**src/rtl/clk_en_pkg.sv**
```systemverilog
package clk_en_pkg;
  localparam int DIS_W   = 10;
  localparam int NPER    = 4;
  localparam int NAPER   = 2;
  localparam int NDOM    = 2 + NPER + NAPER;
  localparam int DOM_IW  = $clog2(NDOM);
  localparam int DIS_IW  = $clog2(DIS_W);
  localparam int D_CPU   = 0;
  localparam int D_BUS   = 1;
  localparam int D_PER0  = 2;
  localparam int D_APER0 = D_PER0 + NPER;

  // disable bit -> domain index, -1 for reserved bits
  function automatic int dom_of_bit(int b);
    case (b)
      0:       return D_CPU;
      1:       return D_BUS;
      2:       return D_PER0;
      3:       return D_PER0 + 1;
      4:       return D_APER0;
      5:       return D_APER0 + 1;
      8:       return D_PER0 + 2;
      9:       return D_PER0 + 3;
      default: return -1;
    endcase
  endfunction
endpackage

```
**src/rtl/clk_en_div.sv**
```systemverilog
module clk_en_div #(
  parameter int W = 4
) (
  input  logic         clk_i,
  input  logic         rst_ni,
  input  logic         hold_i,
  input  logic [W-1:0] pend_i,
  output logic         term_o
);
  logic [W-1:0] cnt_q, cur_q;

  assign term_o = (cnt_q == cur_q);

  // reload only at terminal count or while held
  always_ff @(posedge clk_i or negedge rst_ni) begin
    if (!rst_ni) begin
      cnt_q <= '0;
      cur_q <= '0;
    end else if (hold_i || term_o) begin
      cnt_q <= '0;
      cur_q <= pend_i;
    end else begin
      cnt_q <= cnt_q + 1'b1;
    end
  end

  AST_CNT_BOUND: assert property (@(posedge clk_i) disable iff (!rst_ni)
    cnt_q <= cur_q);
  AST_RELOAD_AT_TERM: assert property (@(posedge clk_i) disable iff (!rst_ni)
    (!hold_i && cnt_q != cur_q) |=> $stable(cur_q));
  AST_RESTART_ZERO: assert property (@(posedge clk_i) disable iff (!rst_ni)
    hold_i |=> (cnt_q == '0));
endmodule

```
**src/rtl/clk_en_cfg.sv**
```systemverilog
module clk_en_cfg #(
  parameter int NP = 4,
  parameter int PW = 4,
  parameter int SW = 3
) (
  input  logic                   clk_i,
  input  logic                   rst_ni,
  input  logic                   we_i,
  input  logic [NP-1:0][PW-1:0]  pdiv_i,
  input  logic [SW-1:0]          st_div_i,
  output logic [NP-1:0][PW-1:0]  pdiv_o,
  output logic [SW-1:0]          st_div_o,
  output logic                   err_o
);
  logic [NP-1:0][PW-1:0] pdiv_q;
  logic [SW-1:0]         st_q;
  logic                  err_q;
  logic [PW:0]           in_slow, in_fast, q_slow, q_fast;
  logic                  legal;

  // divisors of peripheral 0 (slow) and 1 (fast)
  assign in_slow = {1'b0, pdiv_i[0]} + 1'b1;
  assign in_fast = {1'b0, pdiv_i[1]} + 1'b1;
  assign legal   = ((in_slow % in_fast) == '0);

  always_ff @(posedge clk_i or negedge rst_ni) begin
    if (!rst_ni) begin
      pdiv_q <= '0;
      st_q   <= '0;
      err_q  <= 1'b0;
    end else if (we_i) begin
      if (legal) begin
        pdiv_q <= pdiv_i;
        st_q   <= st_div_i;
      end else begin
        err_q  <= 1'b1;
      end
    end
  end

  assign pdiv_o   = pdiv_q;
  assign st_div_o = st_q;
  assign err_o    = err_q;

  assign q_slow = {1'b0, pdiv_q[0]} + 1'b1;
  assign q_fast = {1'b0, pdiv_q[1]} + 1'b1;

  AST_RATIO_KEPT: assert property (@(posedge clk_i) disable iff (!rst_ni)
    (q_slow % q_fast) == '0);
  AST_ERR_STICKY: assert property (@(posedge clk_i) disable iff (!rst_ni)
    err_o |=> err_o);
  AST_REJECT_KEEPS: assert property (@(posedge clk_i) disable iff (!rst_ni)
    (we_i && !legal) |=> ($stable(pdiv_q) && $stable(st_q) && err_o));
endmodule

```
**src/rtl/clk_en_cpu.sv**
```systemverilog
module clk_en_cpu #(
  parameter int SW = 3
) (
  input  logic          clk_i,
  input  logic          rst_ni,
  input  logic          off_i,
  input  logic          selftest_i,
  input  logic [SW-1:0] st_div_i,
  output logic          cpu_en_o,
  output logic          cpu_dly_o
);
  logic [SW-1:0] pend;
  logic          term;
  logic [1:0]    sh_q;

  // division only allowed in self-test
  assign pend = selftest_i ? st_div_i : '0;

  clk_en_div #(.W(SW)) u_div (
    .clk_i  (clk_i),
    .rst_ni (rst_ni),
    .hold_i (off_i),
    .pend_i (pend),
    .term_o (term)
  );

  assign cpu_en_o = term & ~off_i;

  always_ff @(posedge clk_i or negedge rst_ni) begin
    if (!rst_ni) sh_q <= '0;
    else         sh_q <= {sh_q[0], cpu_en_o};
  end

  assign cpu_dly_o = sh_q[1] & ~off_i;
endmodule

```
**src/rtl/clk_en_gen.sv**
```systemverilog
module clk_en_gen
  import clk_en_pkg::*;
#(
  parameter int PDIV_W = 4,
  parameter int ST_W   = 3
) (
  input  logic                        clk_i,
  input  logic                        rst_ni,
  input  logic [DIS_W-1:0]            dis_i,
  input  logic                        div_we_i,
  input  logic [NPER-1:0][PDIV_W-1:0] per_div_i,
  input  logic [ST_W-1:0]             st_div_i,
  input  logic                        selftest_i,
  output logic                        bus_en_o,
  output logic                        cpu_en_o,
  output logic                        cpu_dly_en_o,
  output logic [NPER-1:0]             per_en_o,
  output logic [NAPER-1:0]            aper_en_o,
  output logic                        div_err_o
);
  logic [NDOM-1:0]             off_d, off_q;
  logic [NPER-1:0][PDIV_W-1:0] pdiv_q;
  logic [ST_W-1:0]             st_q;
  logic [NPER-1:0]             per_term;

  always_comb begin
    off_d = '0;
    for (int b = 0; b < DIS_W; b++) begin
      if (dom_of_bit(b) >= 0) off_d[DOM_IW'(dom_of_bit(b))] = dis_i[DIS_IW'(b)];
    end
  end

  always_ff @(posedge clk_i or negedge rst_ni) begin
    if (!rst_ni) off_q <= '0;
    else         off_q <= off_d;
  end

  clk_en_cfg #(.NP(NPER), .PW(PDIV_W), .SW(ST_W)) u_cfg (
    .clk_i    (clk_i),
    .rst_ni   (rst_ni),
    .we_i     (div_we_i),
    .pdiv_i   (per_div_i),
    .st_div_i (st_div_i),
    .pdiv_o   (pdiv_q),
    .st_div_o (st_q),
    .err_o    (div_err_o)
  );

  clk_en_cpu #(.SW(ST_W)) u_cpu (
    .clk_i      (clk_i),
    .rst_ni     (rst_ni),
    .off_i      (off_q[D_CPU]),
    .selftest_i (selftest_i),
    .st_div_i   (st_q),
    .cpu_en_o   (cpu_en_o),
    .cpu_dly_o  (cpu_dly_en_o)
  );

  assign bus_en_o = ~off_q[D_BUS];

  for (genvar k = 0; k < NPER; k++) begin : g_per
    logic hold;
    if (k == 0) begin : g_shared
      // counter also feeds the async domains
      assign hold = off_q[D_PER0] & (&off_q[D_APER0 +: NAPER]);
    end else begin : g_own
      assign hold = off_q[D_PER0 + k];
    end

    clk_en_div #(.W(PDIV_W)) u_div (
      .clk_i  (clk_i),
      .rst_ni (rst_ni),
      .hold_i (hold),
      .pend_i (pdiv_q[k]),
      .term_o (per_term[k])
    );

    assign per_en_o[k] = per_term[k] & ~off_q[D_PER0 + k];
  end

  for (genvar j = 0; j < NAPER; j++) begin : g_aper
    assign aper_en_o[j] = per_term[0] & ~off_q[D_APER0 + j];
  end

  AST_APER_FOLLOW: assert property (@(posedge clk_i) disable iff (!rst_ni)
    (!off_q[D_PER0] && !off_q[D_APER0]) |-> (aper_en_o[0] == per_en_o[0]));
endmodule

```
**config.mk**
```make
export PLATFORM = sky130hd
export DESIGN_NAME = clk_en_gen
export DESIGN_NICKNAME = d
export VERILOG_FILES = /design/src/rtl/clk_en_pkg.sv /design/src/rtl/clk_en_div.sv /design/src/rtl/clk_en_cfg.sv /design/src/rtl/clk_en_cpu.sv /design/src/rtl/clk_en_gen.sv
export SDC_FILE = /design/constraint.sdc
export NUM_CORES = 1
export LEC_CHECK = 0
export BUFFER_PORTS_ARGS = -buffer_cell sky130_fd_sc_hd__buf_2
export CORE_MARGIN = 2
export CORE_UTILIZATION = 50
export DETAILED_ROUTE_END_ITERATION = 12
export PLACE_DENSITY = 0.67
export SLEW_MARGIN = 20
export SYNTH_ARGS = -nofsm -noshare
export SYNTH_HDL_FRONTEND = slang
export SYNTH_SLANG_ARGS = --single-unit
```
**constraint.sdc**
```tcl
create_clock -name clk_i -period 2.1 [get_ports clk_i]
set_clock_uncertainty 0.2 [all_clocks]
set_input_delay 0.42 -clock clk_i [delete_from_list [all_inputs] [get_ports clk_i]]
set_output_delay 0.42 -clock clk_i [all_outputs]
set_load 0.02 [all_outputs]
```
After elaboration in Yosys (flattened, before gate mapping)
Cells that the tools add are included.
{"block": "word_totals", "reg_bits": 64, "inputBits": 33, "out_inout_bits": 10, "wordCells": 51}
{"block": "op_classes", "addsub": 7, "div_mod_pow": 1, "n_eq_ne": 5, "n_mux": 6, "bitwise_logic": 9, "reduce_logical": 5}
{"op": "adder 4 x 1 -> 4 bit (second input constant)", "n": 4}
{"op": "equality test 4 bit", "n": 4}
{"op": "two-way mux 4 bit", "n": 4}
{"op": "adder 4 x 1 -> 5 bit (second input constant)", "n": 2}
{"op": "two-way mux 3 bit", "n": 2}
{"op": "logical NOT 5 bit", "n": 1}
{"op": "remainder unit 5 x 5 -> 5 bit", "n": 1}
{"op": "NOT 1 bit", "n": 5}
{"op": "bitwise AND 1 bit", "n": 4}
{"op": "AND reduction 2 bit", "n": 2}
{"op": "adder 3 x 1 -> 3 bit (second input constant)", "n": 1}
{"op": "equality test 3 bit", "n": 1}
{"op": "logical OR 1 bit", "n": 2}

Logic depth before layout (Yosys ltp)
Gate-level depths: netlist (run 1).
{"block": "depth", "word_depth": 5, "mapped_depth": 33, "ltp_nobuf": 32}

Modules after synthesis
Synthesis (run 1) repeated with hierarchy kept, for this count alone.
{"block": "hier_totals", "cells_unflattened": 417, "area_unflattened_um2": 4196.5}
{"mod": "clk_en_cfg", "instances": 1, "cells_each": 253, "area_each_um2": 2115.8}
{"mod": "clk_en_div (g_per[0].u_div ...)", "instances": 4, "cells_each": 28, "area_each_um2": 371.6}
{"mod": "clk_en_div (u_cpu.u_div)", "instances": 1, "cells_each": 33, "area_each_um2": 347.8}
{"mod": "clk_en_gen", "instances": 1, "cells_each": 12, "area_each_um2": 165.2}
{"mod": "clk_en_cpu", "instances": 1, "cells_each": 7, "area_each_um2": 81.3}

Worst setup path after synthesis (run 1)
OpenSTA, ideal clock, no wires.
{"block": "synth_path", "path_type": "in2reg", "startpoint": "input port per_div_i[4] in the netlist's numbering", "endpoint": "register u_cfg.pdiv_q, in the netlist u_cfg.pdiv_o[10]", "setup_time_ps": 125, "arrival_time_ps": 6809, "required_ps": 1775, "slack_ps": -5034, "stages": 28, "cell_sequence": "ha_1 > and2_1 > a21oi_2 > nor2_1 > a21oi_1 > a31oi_1 > ha_1 > or4b_4 > a311oi_4 > nor2_1 > ha_1 > a21boi_1 > o21a_2 > mux2_2 > ha_1 > nand2b_1 > a21oi_1 > o221ai_2 > o21ai_0 > inv_1 > fa_1 > nand2_1 > or4b_1 > a211oi_1 > and2_1 > a41oi_4 > buf_6 > mux2_4"}
{"block": "synth_via", "elab_chain_cells": 4}
{"element": "start, declared", "line": "clk_en_gen.sv:11", "rtl": "input logic [NPER-1:0][PDIV_W-1:0] per_div_i,"}
{"element": "adder 4 x 1 -> 5 bit", "line": "clk_en_cfg.sv:23", "rtl": "assign in_fast = {1'b0, pdiv_i[1]} + 1'b1;"}
{"element": "remainder unit 5 x 5 -> 5 bit", "line": "clk_en_cfg.sv:24", "rtl": "assign legal = ((in_slow % in_fast) == '0);"}
{"element": "logical NOT 5 bit", "line": "clk_en_cfg.sv:24"}
{"element": "AND reduction 2 bit (no line)"}
{"element": "end signal, assigned", "line": "clk_en_cfg.sv:33", "rtl": "pdiv_q <= pdiv_i;"}
{"element": "end, declared", "line": "clk_en_cfg.sv:15", "rtl": "logic [NP-1:0][PW-1:0] pdiv_q;"}
No other way between the ends.
A chain may end at the register's enable or synchronous reset.

Worst setup path after layout (run 1)
{"block": "layout_path", "startpoint": "input port per_div_i[0] in the netlist's numbering", "endpoint": "register u_cfg.st_q[0], in the netlist u_cfg.st_div_o[0]"}
{"block": "layout_via", "elab_chain_cells": 4}
{"element": "adder 4 x 1 -> 5 bit", "line": "clk_en_cfg.sv:22", "rtl": "assign in_slow = {1'b0, pdiv_i[0]} + 1'b1;"}
{"element": "remainder unit 5 x 5 -> 5 bit", "line": "clk_en_cfg.sv:24"}
{"element": "logical NOT 5 bit", "line": "clk_en_cfg.sv:24"}
{"element": "AND reduction 2 bit (no line)"}
{"element": "end signal, assigned", "line": "clk_en_cfg.sv:34", "rtl": "st_q <= st_div_i;"}
{"element": "end, declared", "line": "clk_en_cfg.sv:16", "rtl": "logic [SW-1:0] st_q;"}
No other way between the ends.

==> flow_metrics.py, run 1 <==
metrics = {
    "final_layout": {
        "area_delta_synth_final_pct": 39.4,
        "final_core_utilization": 0.728,
        "fin_nets": 483,
        "drive_above_1_share": 0.493,
        "nFillCells": 488,
        "antenna_cells": 0,
    },
    "logic_synthesis": {
        "synth_xor_area_frac": 0.0879,
        "synthesis.area_sq_um": 3590,
        "synth_cells": 304,
        "synth_seq_area_share": 0.446,
        "synth_top_family_by_area": "simple AND/OR/NAND/NOR gates",
        "synth_seq_cells": 64,
        "syn_nets": 362,
        "syn-mean-instance-area_sq_um": 11.8,
        "synth_area_leaders": "dfrtp_1 45%, ha_1 8.4%, mux2_2 7.8%, xor2_1 5.1%, mux2_4 4.2%",
        "synthFlopType": "dfrtp_1",
        "synth-edff-count": 0,
        "synth_compound_area_frac": 0.0921,
        "yosysMostFrequentCell": "dfrtp_1",
        "ys_top_cells_by_count": "64 x dfrtp_1, 25 x mux2_2, 24 x ha_1",
        "synthDominantCellAreaShare": 0.446,
        "yosysWarnings": 0,
        "synth_area_leader_cell": "dfrtp_1",
        "yosysUniqueCellTypes": 53,
        "synth_mux_area_frac": 0.129,
        "synthAdderAreaFrac": 0.0893,
        "synth_simple_gate_area_frac": 0.130,
        "async_reset_ff_frac": 1.00,
    },
    "clocking": {
        "htree_levels": 3,
        "cts_tree": "yes",
        "clk_path_buf_depth": 2,
        "cts_root_buffer": "clkbuf_8",
        "cts.sinks": 64,
        "path_clk_slew_ns": 0.06,
        "cts_buffers": 9,
        "clock_latency_ns": 0.33,
    },
    "worst_setup_path": {
        "critPathRequiredTime_ns": 2.12,
        "critical_path_class": "in2reg",
        "end_kind": "register",
        "critPathMaxFanout": 7,
        "reg2reg_depth": 4,
        "setup.worst_path.start_class": "input pin",
        "cp.arrival_ns": 6.55,
        "cp_slowest_stage_delay_ns": 0.57,
        "slowest_stage": "or4b_4",
    },
    "global_route": {
        "met2_usage": 0.336,
        "met3_usage": 0.0494,
        "antenna_found_initial": 0,
        "grt_busiest_layer": "met2",
        "grt_pass1_wl_mm": 11.8,
        "grt_overflow": 0,
        "grt_util_all_layers": 0.197,
        "grt_pass1_vias": 2709,
        "grt_max_degree": 65,
        "grt_use_met1": 0.236,
    },
    "route": {
        "num_vias": 2645,
        "routedWlPerCell_um": 13.5,
        "drc": 0,
        "drt_iter0_markers": 61,
        "routed_wl_mm": 7.03,
        "viasPerCell": 5.07,
        "drtPass1Iterations": 4,
        "ant_nets": 0,
    },
    "pwr": {
        "power_density_nw_per_um2": 1180,
        "power.leakage_nw": 2.38,
        "irDropWorstVdd_mv": 0.380,
    },
    "die": {
        "core_sq_um": 6870,
        "die-area_sq_um": 7870,
        "rows": 30,
        "fp.dieH_um": 88.7,
        "pin_count": 43,
        "die_w_um": 88.7,
        "start_util": 0.522,
    },
    "status": {
        "violations": "setup timing",
        "outcome": "finished with violations",
    },
    "hold_path": {
        "hp-class": "in2reg",
        "min_path_cells": 2,
    },
    "timing": {
        "rsz0062_at_grt": "true",
        "final-hold-violation-count": 0,
        "slew_viol_final": 0,
        "period_share": 3.11,
        "fin_crit_ns": 6.53,
        "max-slew-margin-rel": 0.615,
        "fin_ws_ns": -4.43,
        "setup_viol": 23,
        "tightest_slew_ns": 0.575,
        "maxClockFrequency_mhz": 153,
        "setup_tns_ns": -88.16,
    },
    "place": {
        "hpwl_mm": 4.87,
        "io_buffers": 36,
        "place_congestion": 0.779,
    },
    "run": {
        "max_cap_viol_count": 0,
    },
}
report_power, final:
group	switching (mW)	internal, mW
sequential	0.363	1.75
combinational	1.31	1.64
clock	0.409	0.429
logic make-up after synthesis:
logic type / Yosys count
XOR/XNOR: 36
buffers and inverters: 17
flip-flops: 64
AND/OR/NAND/NOR: 87
multiplexers: 37
adder cells (fa/ha/maj): 25
AO/OA/AOI/OAI: 38
worst paths after layout:
check,to,from,slack (ns)
min in group asynchronous,u_cpu.u_div.cnt_q[2],rst_ni,0.44
max in group asynchronous,g_per[0].u_div.cnt_q[0],rst_ni,0.98
max reg2reg,g_per[0].u_div.cur_q[2],g_per[0].u_div.cnt_q[0],0.29
max,u_cfg.st_div_o[0],per_div_i[0],-4.43
min reg2reg,u_cpu.sh_q[1],u_cpu.sh_q[0],0.15
min,u_cfg.pdiv_o[10],per_div_i[10],0.12
layout by cell type, fill, tap and decap left out, drive strengths merged, types with 3 or more instances in the layout:
| cell type | Yosys | layout |
|---|---|---|
| dfrtp | 64 | 64 |
| nor4 | 3 | 3 |
| clkbuf | 1 | 11 |
| nor2 | 23 | 23 |
| nor2b | 11 | 11 |
| a21oi | 8 | 8 |
| nand2b | 3 | 3 |
| xor2 | 21 | 21 |
| nand3 | 11 | 11 |
| buf | 6 | 111 |
| ha | 24 | 24 |
| o21ai | 10 | 10 |
| nand2 | 15 | 15 |
| inv | 10 | 10 |
| mux2 | 35 | 35 |
| xnor2 | 15 | 15 |
| dlygate4sd3 | 0 | 5 |
| and2 | 8 | 8 |
metal layers:
layer | vias to the layer above | part of all wire
met3 | 11 | 0.030
met2 | 42 | 0.52
met4 | 0 | 0.022
li1 | 1301 | -
met5 | - | 0
met1 | 1291 | 0.43
metrics by stage:
step / area [sq um] / instances / hold slack, ns / worst slack, ns / power [mW]
3_5_place_dp: 4390 / 485 / 0.140 / -5.12 / 4.65
2_1_floorplan: 3690 / 304 / -0.0756 / -4.73 / 3.97
3_3_place_gp: 4390 / 485 / 0.135 / -4.97 / 4.57
6_report: 5000 / 522 / 0.123 / -4.43 / 5.90
4_1_cts: 4860 / 516 / 0.104 / -4.41 / 5.71
5_1_grt: 5000 / 522 / 0.101 / -4.70 / 6.37
state kept, by name, summed over array words and instances, names as in the netlist:
signal / flops
g_per.u_div.cnt_q: 16
u_cfg.st_div_o: 3
u_cfg.err_o: 1
g_per.u_div.cur_q: 16
u_cfg.pdiv_o: 16
off_q: 4
u_cpu.u_div.cur_q: 3
u_cpu.u_div.cnt_q: 3
u_cpu.sh_q: 2
layout make-up:
cell class / count / area, sq um / share of cell area
clock buffers: 10 / 138 / 0.0275
repair buffers: 117 / 916 / 0.183
multi-input cells: 223 / 2180 / 0.435
inverters: 10 / 40.0 / 0.00800
clock inverters: 2 / 10.0 / 0.00200
flip-flops and latches: 64 / 1600 / 0.320
well taps: 96 / 120 / 0.0240
worst max-delay path: cells and delay by family:
kind                       cells  cell delay [ns]
adders and majority gates      6             1.44
AOI/OAI and AO/OA             12             1.98
muxes                          2             0.62
buffers and inverters          4             0.48
and+or+nand+nor                7             1.61
what timing repair did:
action	CTS	global route
resized for setup	32	27
endpoints found under the hold margin	68	0
setup buffers	15	10
setup endpoints to repair	23	26
hold buffers	5	0
cloned	1	0
pin swaps	34	20
Power figures use the tool's default switching activity.
==> run 2: changes to the inputs <==
--- a/config.mk
+++ b/config.mk
@@ -7,9 +7,9 @@
 export LEC_CHECK = 0
 export BUFFER_PORTS_ARGS = -buffer_cell sky130_fd_sc_hd__buf_2
 export CORE_MARGIN = 2
-export CORE_UTILIZATION = 50
+export CORE_UTILIZATION = 35
 export DETAILED_ROUTE_END_ITERATION = 12
-export PLACE_DENSITY = 0.67
+export PLACE_DENSITY = 0.5
 export SLEW_MARGIN = 20
 export SYNTH_ARGS = -nofsm -noshare
 export SYNTH_HDL_FRONTEND = slang
==> run 2 against run 1 <==
Effect of this change: the run still ends with setup timing left; via count up 2.8%; combinational power increased by 6.8%; worst hold slack got worse by 0.011 ns; critical path type unchanged; largest cell class unchanged; highest routed layer unchanged.
==> flow_metrics.py, run 2 (synthesized netlist as in run 1, its figures left out) <==
metrics = {
    "status": {
        "violations": "setup timing",
        "outcome": "finished with violations",
    },
    "route": {
        "routed_wl_mm": 7.82,
        "ant_nets": 0,
        "num_vias": 2718,
        "routedWlPerCell_um": 13.4,
        "drt_iter0_markers": 132,
        "drc": 0,
        "drtPass1Iterations": 4,
        "viasPerCell": 4.65,
    },
    "global_route": {
        "grt_pass1_vias": 2833,
        "grt_overflow": 0,
        "antenna_found_initial": 0,
        "grt_pass1_wl_mm": 13.3,
        "grt_util_all_layers": 0.150,
        "grt_max_degree": 50,
    },
    "timing": {
        "final-hold-violation-count": 0,
        "rsz0062_at_grt": "true",
        "max-slew-margin-rel": 0.740,
        "period_share": 3.11,
        "setup_tns_ns": -87.62,
        "fin_crit_ns": 6.52,
        "slew_viol_final": 0,
        "setup_viol": 23,
        "maxClockFrequency_mhz": 153,
        "fin_ws_ns": -4.42,
        "tightest_slew_ns": 0.389,
    },
    "worst_setup_path": {
        "end_kind": "register",
        "setup.worst_path.start_class": "input pin",
        "critPathRequiredTime_ns": 2.12,
        "critPathLaunch": "per_div_i[0]",
        "cp.arrival_ns": 6.54,
        "r2r_slack_ns": 0.23,
        "reg2reg_depth": 4,
        "slowest_stage": "or4b_4",
        "r2r-start": "g_per[0].u_div.cur_q[0]",
        "critPathMaxFanout": 6,
        "crit_path_end": "u_cfg.pdiv_o[11]",
        "rr_endpoint": "g_per[0].u_div.cur_q[1]",
        "critical_path_class": "in2reg",
        "cp_slowest_stage_delay_ns": 0.51,
    },
    "clocking": {
        "clock_latency_ns": 0.34,
        "clk_path_buf_depth": 2,
        "cts_buffers": 9,
        "cts_root_buffer": "clkbuf_8",
        "htree_levels": 3,
        "cts_tree": "yes",
        "path_clk_slew_ns": 0.08,
        "cts.sinks": 64,
    },
    "pwr": {
        "clockPowerShare": 0.170,
        "power.leakage_nw": 2.53,
        "cellInternalPower_mw": 4.12,
        "switching_share": 0.350,
        "seqPwrFrac": 0.332,
        "p_comb_frac": 0.497,
        "irDropWorstVdd_mv": 0.463,
        "switching_power_mw": 2.21,
        "power_density_nw_per_um2": 1180,
    },
    "die": {
        "core_sq_um": 9860,
        "start_util": 0.364,
        "die_w_um": 105,
        "rows": 36,
        "die-area_sq_um": 11100,
        "pin_count": 43,
        "fp.dieH_um": 105,
    },
    "final_layout": {
        "mostFrequentLayoutCells": "86 x buf_4, 64 x dfrtp_1, 28 x buf_2, 23 x mux2_2",
        "antenna_cells": 0,
        "area_delta_synth_final_pct": 49.2,
        "drive_above_1_share": 0.527,
        "fin_nets": 505,
        "final_cells": 585,
        "layout_commonest_cell": "buf_4",
    },
    "run": {
        "max_cap_viol_count": 0,
    },
    "place": {
        "place_ws_ns": -5.15,
        "placed_cells": 528,
        "place_congestion": 0.833,
        "hpwl_mm": 5.28,
        "io_buffers": 36,
    },
    "hold_path": {
        "hp-class": "in2reg",
    },
}
==> run 2: layer usage <==
metal / track usage / wire length [um] / share of wire / up-vias
met4: 0.0667 / 142 / 0.018 / 0
met1: 0.188 / 3530 / 0.45 / 1326
met5: 0 / 0 / 0 / -
met3: 0.0247 / 223 / 0.029 / 13
met2: 0.253 / 3920 / 0.50 / 35
li1: - / - / - / 1344
==> run 2: what timing repair did <==
item,in CTS,in global routing
hold endpoints to repair,19,0
gates resized for setup,39,30
cloned,2,1
endpoints found under the setup margin,23,26
buffers inserted,22,12
hold buffers,5,0
pin swaps,32,19
==> run 2: area by class of cell <==
class / instances / area (sq um)
clock buffers: 10 / 138
clock inverters: 6 / 67.6
fillers: 866 / 4510
inverters: 10 / 40.0
multi-input cells: 223 / 2230
flip-flops and latches: 64 / 1600
well taps: 133 / 166
repair buffers: 139 / 1110
==> run 2: stage by stage <==
stage | instance area [sq um] | hold slack, ns | power, mW | utilization
global route | 5350 | 0.0999 | 6.82 | 0.543
finish | 5350 | 0.112 | 6.33 | 0.543
detailed placement | 4470 | 0.141 | 4.71 | 0.453
floorplan | 3690 | -0.0756 | 3.97 | -
CTS | 5140 | 0.102 | 6.12 | 0.521
global placement | 4470 | 0.135 | 4.66 | 0.453
==> run 2: critical path: cells and delay by family <==
kind / cells / cell delay (ns)
compound gates: 11 / 1.57
fa+ha+maj: 6 / 1.48
buf+inv: 8 / 0.89
mux: 2 / 0.61
simple gates: 7 / 1.54
==> run 2: power by group through the flow <==
stage / Combinational, mW / Clock (mW) / Sequential [mW]
after floorplan: 1.94 / 0 / 2.03
after global placement: 2.53 / 0 / 2.12
after detailed placement: 2.58 / 0 / 2.12
after CTS: 2.90 / 1.11 / 2.10
after global routing: 3.46 / 1.18 / 2.18
final: 3.15 / 1.08 / 2.11
==> run 2: worst min-delay path by stage <==
stage / depth (start not counted) / from / end / slack, ns
final: 2 / per_div_i[10] / u_cfg.pdiv_o[10] / 0.11
after global routing: 2 / st_div_i[2] / u_cfg.st_div_o[2] / 0.1
after CTS: 2 / per_div_i[10] / u_cfg.pdiv_o[10] / 0.10
after detailed placement: 0 / u_cpu.sh_q[0] / u_cpu.sh_q[1] / 0.14
after global placement: 0 / u_cpu.sh_q[0] / u_cpu.sh_q[1] / 0.13
after floorplan: 0 / rst_ni / g_per[0].u_div.cnt_q[0] / -0.08
==> run 3: changes to the inputs <==
==> constraint.sdc (replaced) <==
create_clock -name clk_i -period 2.1 [get_ports clk_i]
set_clock_uncertainty 0.2 [all_clocks]
set_input_delay 0.42 -clock clk_i [delete_from_list [all_inputs] [get_ports clk_i]]
set_output_delay 0.42 -clock clk_i [all_outputs]
set_load 0.05 [all_outputs]
==> run 3 against run 2 <==
Effect of this change: the flow still finishes with violations (setup timing); clock power about the same; worst setup slack improved by 0.0015 ns; total power increased by 1.9%; final cell count decreased by 0.17%; worst hold slack improved by 0.0075 ns; critical path type unchanged; critical endpoint is now u_cfg.st_div_o[0]; largest cell class unchanged.
==> flow_metrics.py, run 3 (synthesized netlist as in run 1, its figures left out) <==
metrics = {
    "status": {
        "outcome": "finished with violations",
        "violations": "setup timing",
    },
    "timing": {
        "fin_crit_ns": 6.52,
        "hold_ws_ns": 0.119,
        "tightest_slew_ns": 0.403,
        "final-hold-violation-count": 0,
        "slew_viol_final": 0,
        "rsz0062_at_grt": "true",
        "maxClockFrequency_mhz": 153,
        "max-slew-margin-rel": 0.728,
        "setup_tns_ns": -87.95,
        "setup_viol": 23,
        "fin_ws_ns": -4.42,
        "period_share": 3.11,
    },
    "place": {
        "place_ws_ns": -5.11,
        "hpwl_mm": 5.18,
        "placed_cells": 528,
        "dpl_cell_area_sq_um": 4480,
        "io_buffers": 36,
        "place_congestion": 0.824,
    },
    "hold_path": {
        "hp-class": "in2reg",
    },
    "clocking": {
        "clk_path_buf_depth": 2,
        "clock_latency_ns": 0.33,
        "htree_levels": 3,
        "cts.sinks": 64,
        "path_clk_slew_ns": 0.08,
        "cts_tree": "yes",
        "cts_buffers": 9,
        "cts_root_buffer": "clkbuf_8",
    },
    "worst_setup_path": {
        "critical_path.top_delay_family": "compound AO/OA/AOI/OAI gates",
        "critPathRequiredTime_ns": 2.12,
        "critical_path_class": "in2reg",
        "cp.arrival_ns": 6.54,
        "critPathMaxFanout": 9,
        "slowest_stage": "or4b_4",
        "cp_slowest_stage_delay_ns": 0.55,
        "cpMostUsedCell": "ha_4",
        "setup.worst_path.start_class": "input pin",
        "end_kind": "register",
        "path_buf_inv": 6,
    },
    "final_layout": {
        "mostFrequentLayoutCells": "94 x buf_4, 64 x dfrtp_1, 26 x buf_2, 24 x mux2_2, 21 x xor2_1",
        "fin_nets": 504,
        "nFillCells": 862,
        "final_core_utilization": 0.533,
        "antenna_cells": 0,
        "final_cells": 584,
        "area_delta_synth_final_pct": 46.6,
        "drive_above_1_share": 0.510,
        "fin_area_sq_um": 5260,
        "layout_commonest_cell": "buf_4",
    },
    "global_route": {
        "grt_util_all_layers": 0.143,
        "grt_pass1_vias": 2755,
        "grt_pass1_wl_mm": 12.7,
        "antenna_found_initial": 0,
        "grt_max_degree": 65,
        "grt_overflow": 0,
    },
    "route": {
        "drt_iter0_markers": 59,
        "ant_nets": 0,
        "routed_wl_mm": 7.50,
        "drc": 0,
        "routedWlPerCell_um": 12.8,
        "num_vias": 2659,
        "drtPass1Iterations": 4,
        "viasPerCell": 4.55,
    },
    "pwr": {
        "irDropWorstVdd_mv": 0.678,
        "switching_share": 0.365,
        "power_density_nw_per_um2": 1230,
        "seqPwrFrac": 0.322,
        "p_total_mw": 6.45,
        "clockPowerShare": 0.162,
        "switching_power_mw": 2.35,
        "cellInternalPower_mw": 4.10,
        "power.leakage_nw": 2.51,
        "p_comb_frac": 0.516,
    },
    "die": {
        "start_util": 0.364,
        "die-area_sq_um": 11100,
        "rows": 36,
        "fp.dieH_um": 105,
        "core_sq_um": 9860,
        "die_w_um": 105,
        "pin_count": 43,
    },
    "run": {
        "max_cap_viol_count": 0,
    },
}
## run 3: power groups by stage
stage	combinational [mW]	clock, mW	sequential, mW
after floorplan	2.14	0	2.03
after global placement	2.76	0	2.12
after detailed placement	2.79	0	2.12
after CTS	3.14	1.08	2.09
after global routing	3.65	1.14	2.14
final	3.33	1.05	2.08
## run 3: area by class of cell
class                      count  area (sq um)  share of cell area
sequential                    64          1600               0.305
clock inverter                 6          68.8              0.0131
clock buffer                  10           128              0.0243
tap                          133           166              0.0317
timing repair buffer         138          1090               0.207
multi-input combinational    223          2160               0.412
inverter                      10          40.0             0.00762
## run 3: path summary, 6_finish.rpt
kind,from,end,slack [ns],cells past startpoint
hold / removal,per_div_i[8],u_cfg.pdiv_o[8],0.12,2
min in group asynchronous,rst_ni,u_cpu.u_div.cnt_q[2],0.41,3
max in group asynchronous,rst_ni,u_cfg.pdiv_o[9],0.98,3
hold reg to reg,u_cpu.sh_q[0],u_cpu.sh_q[1],0.16,0
setup reg to reg,g_per[0].u_div.cur_q[3],g_per[0].u_div.cur_q[3],0.28,4
setup / recovery,per_div_i[0],u_cfg.st_div_o[0],-4.42,32
## run 3: metal layers
layer  track usage  share of wire  wire length [um]
met5             0              0                 0
met4        0.0543          0.012                91
met3        0.0235          0.024               178
met2         0.237           0.48              3620
met1         0.186           0.48              3610
## run 3: what timing repair did
action	in CTS	in global routing
endpoints found under the hold margin	68	0
hold buffers	5	0
resized for setup	33	24
setup buffers	24	9
gates cloned	2	0
setup endpoints to repair	25	27
pin swaps	23	14
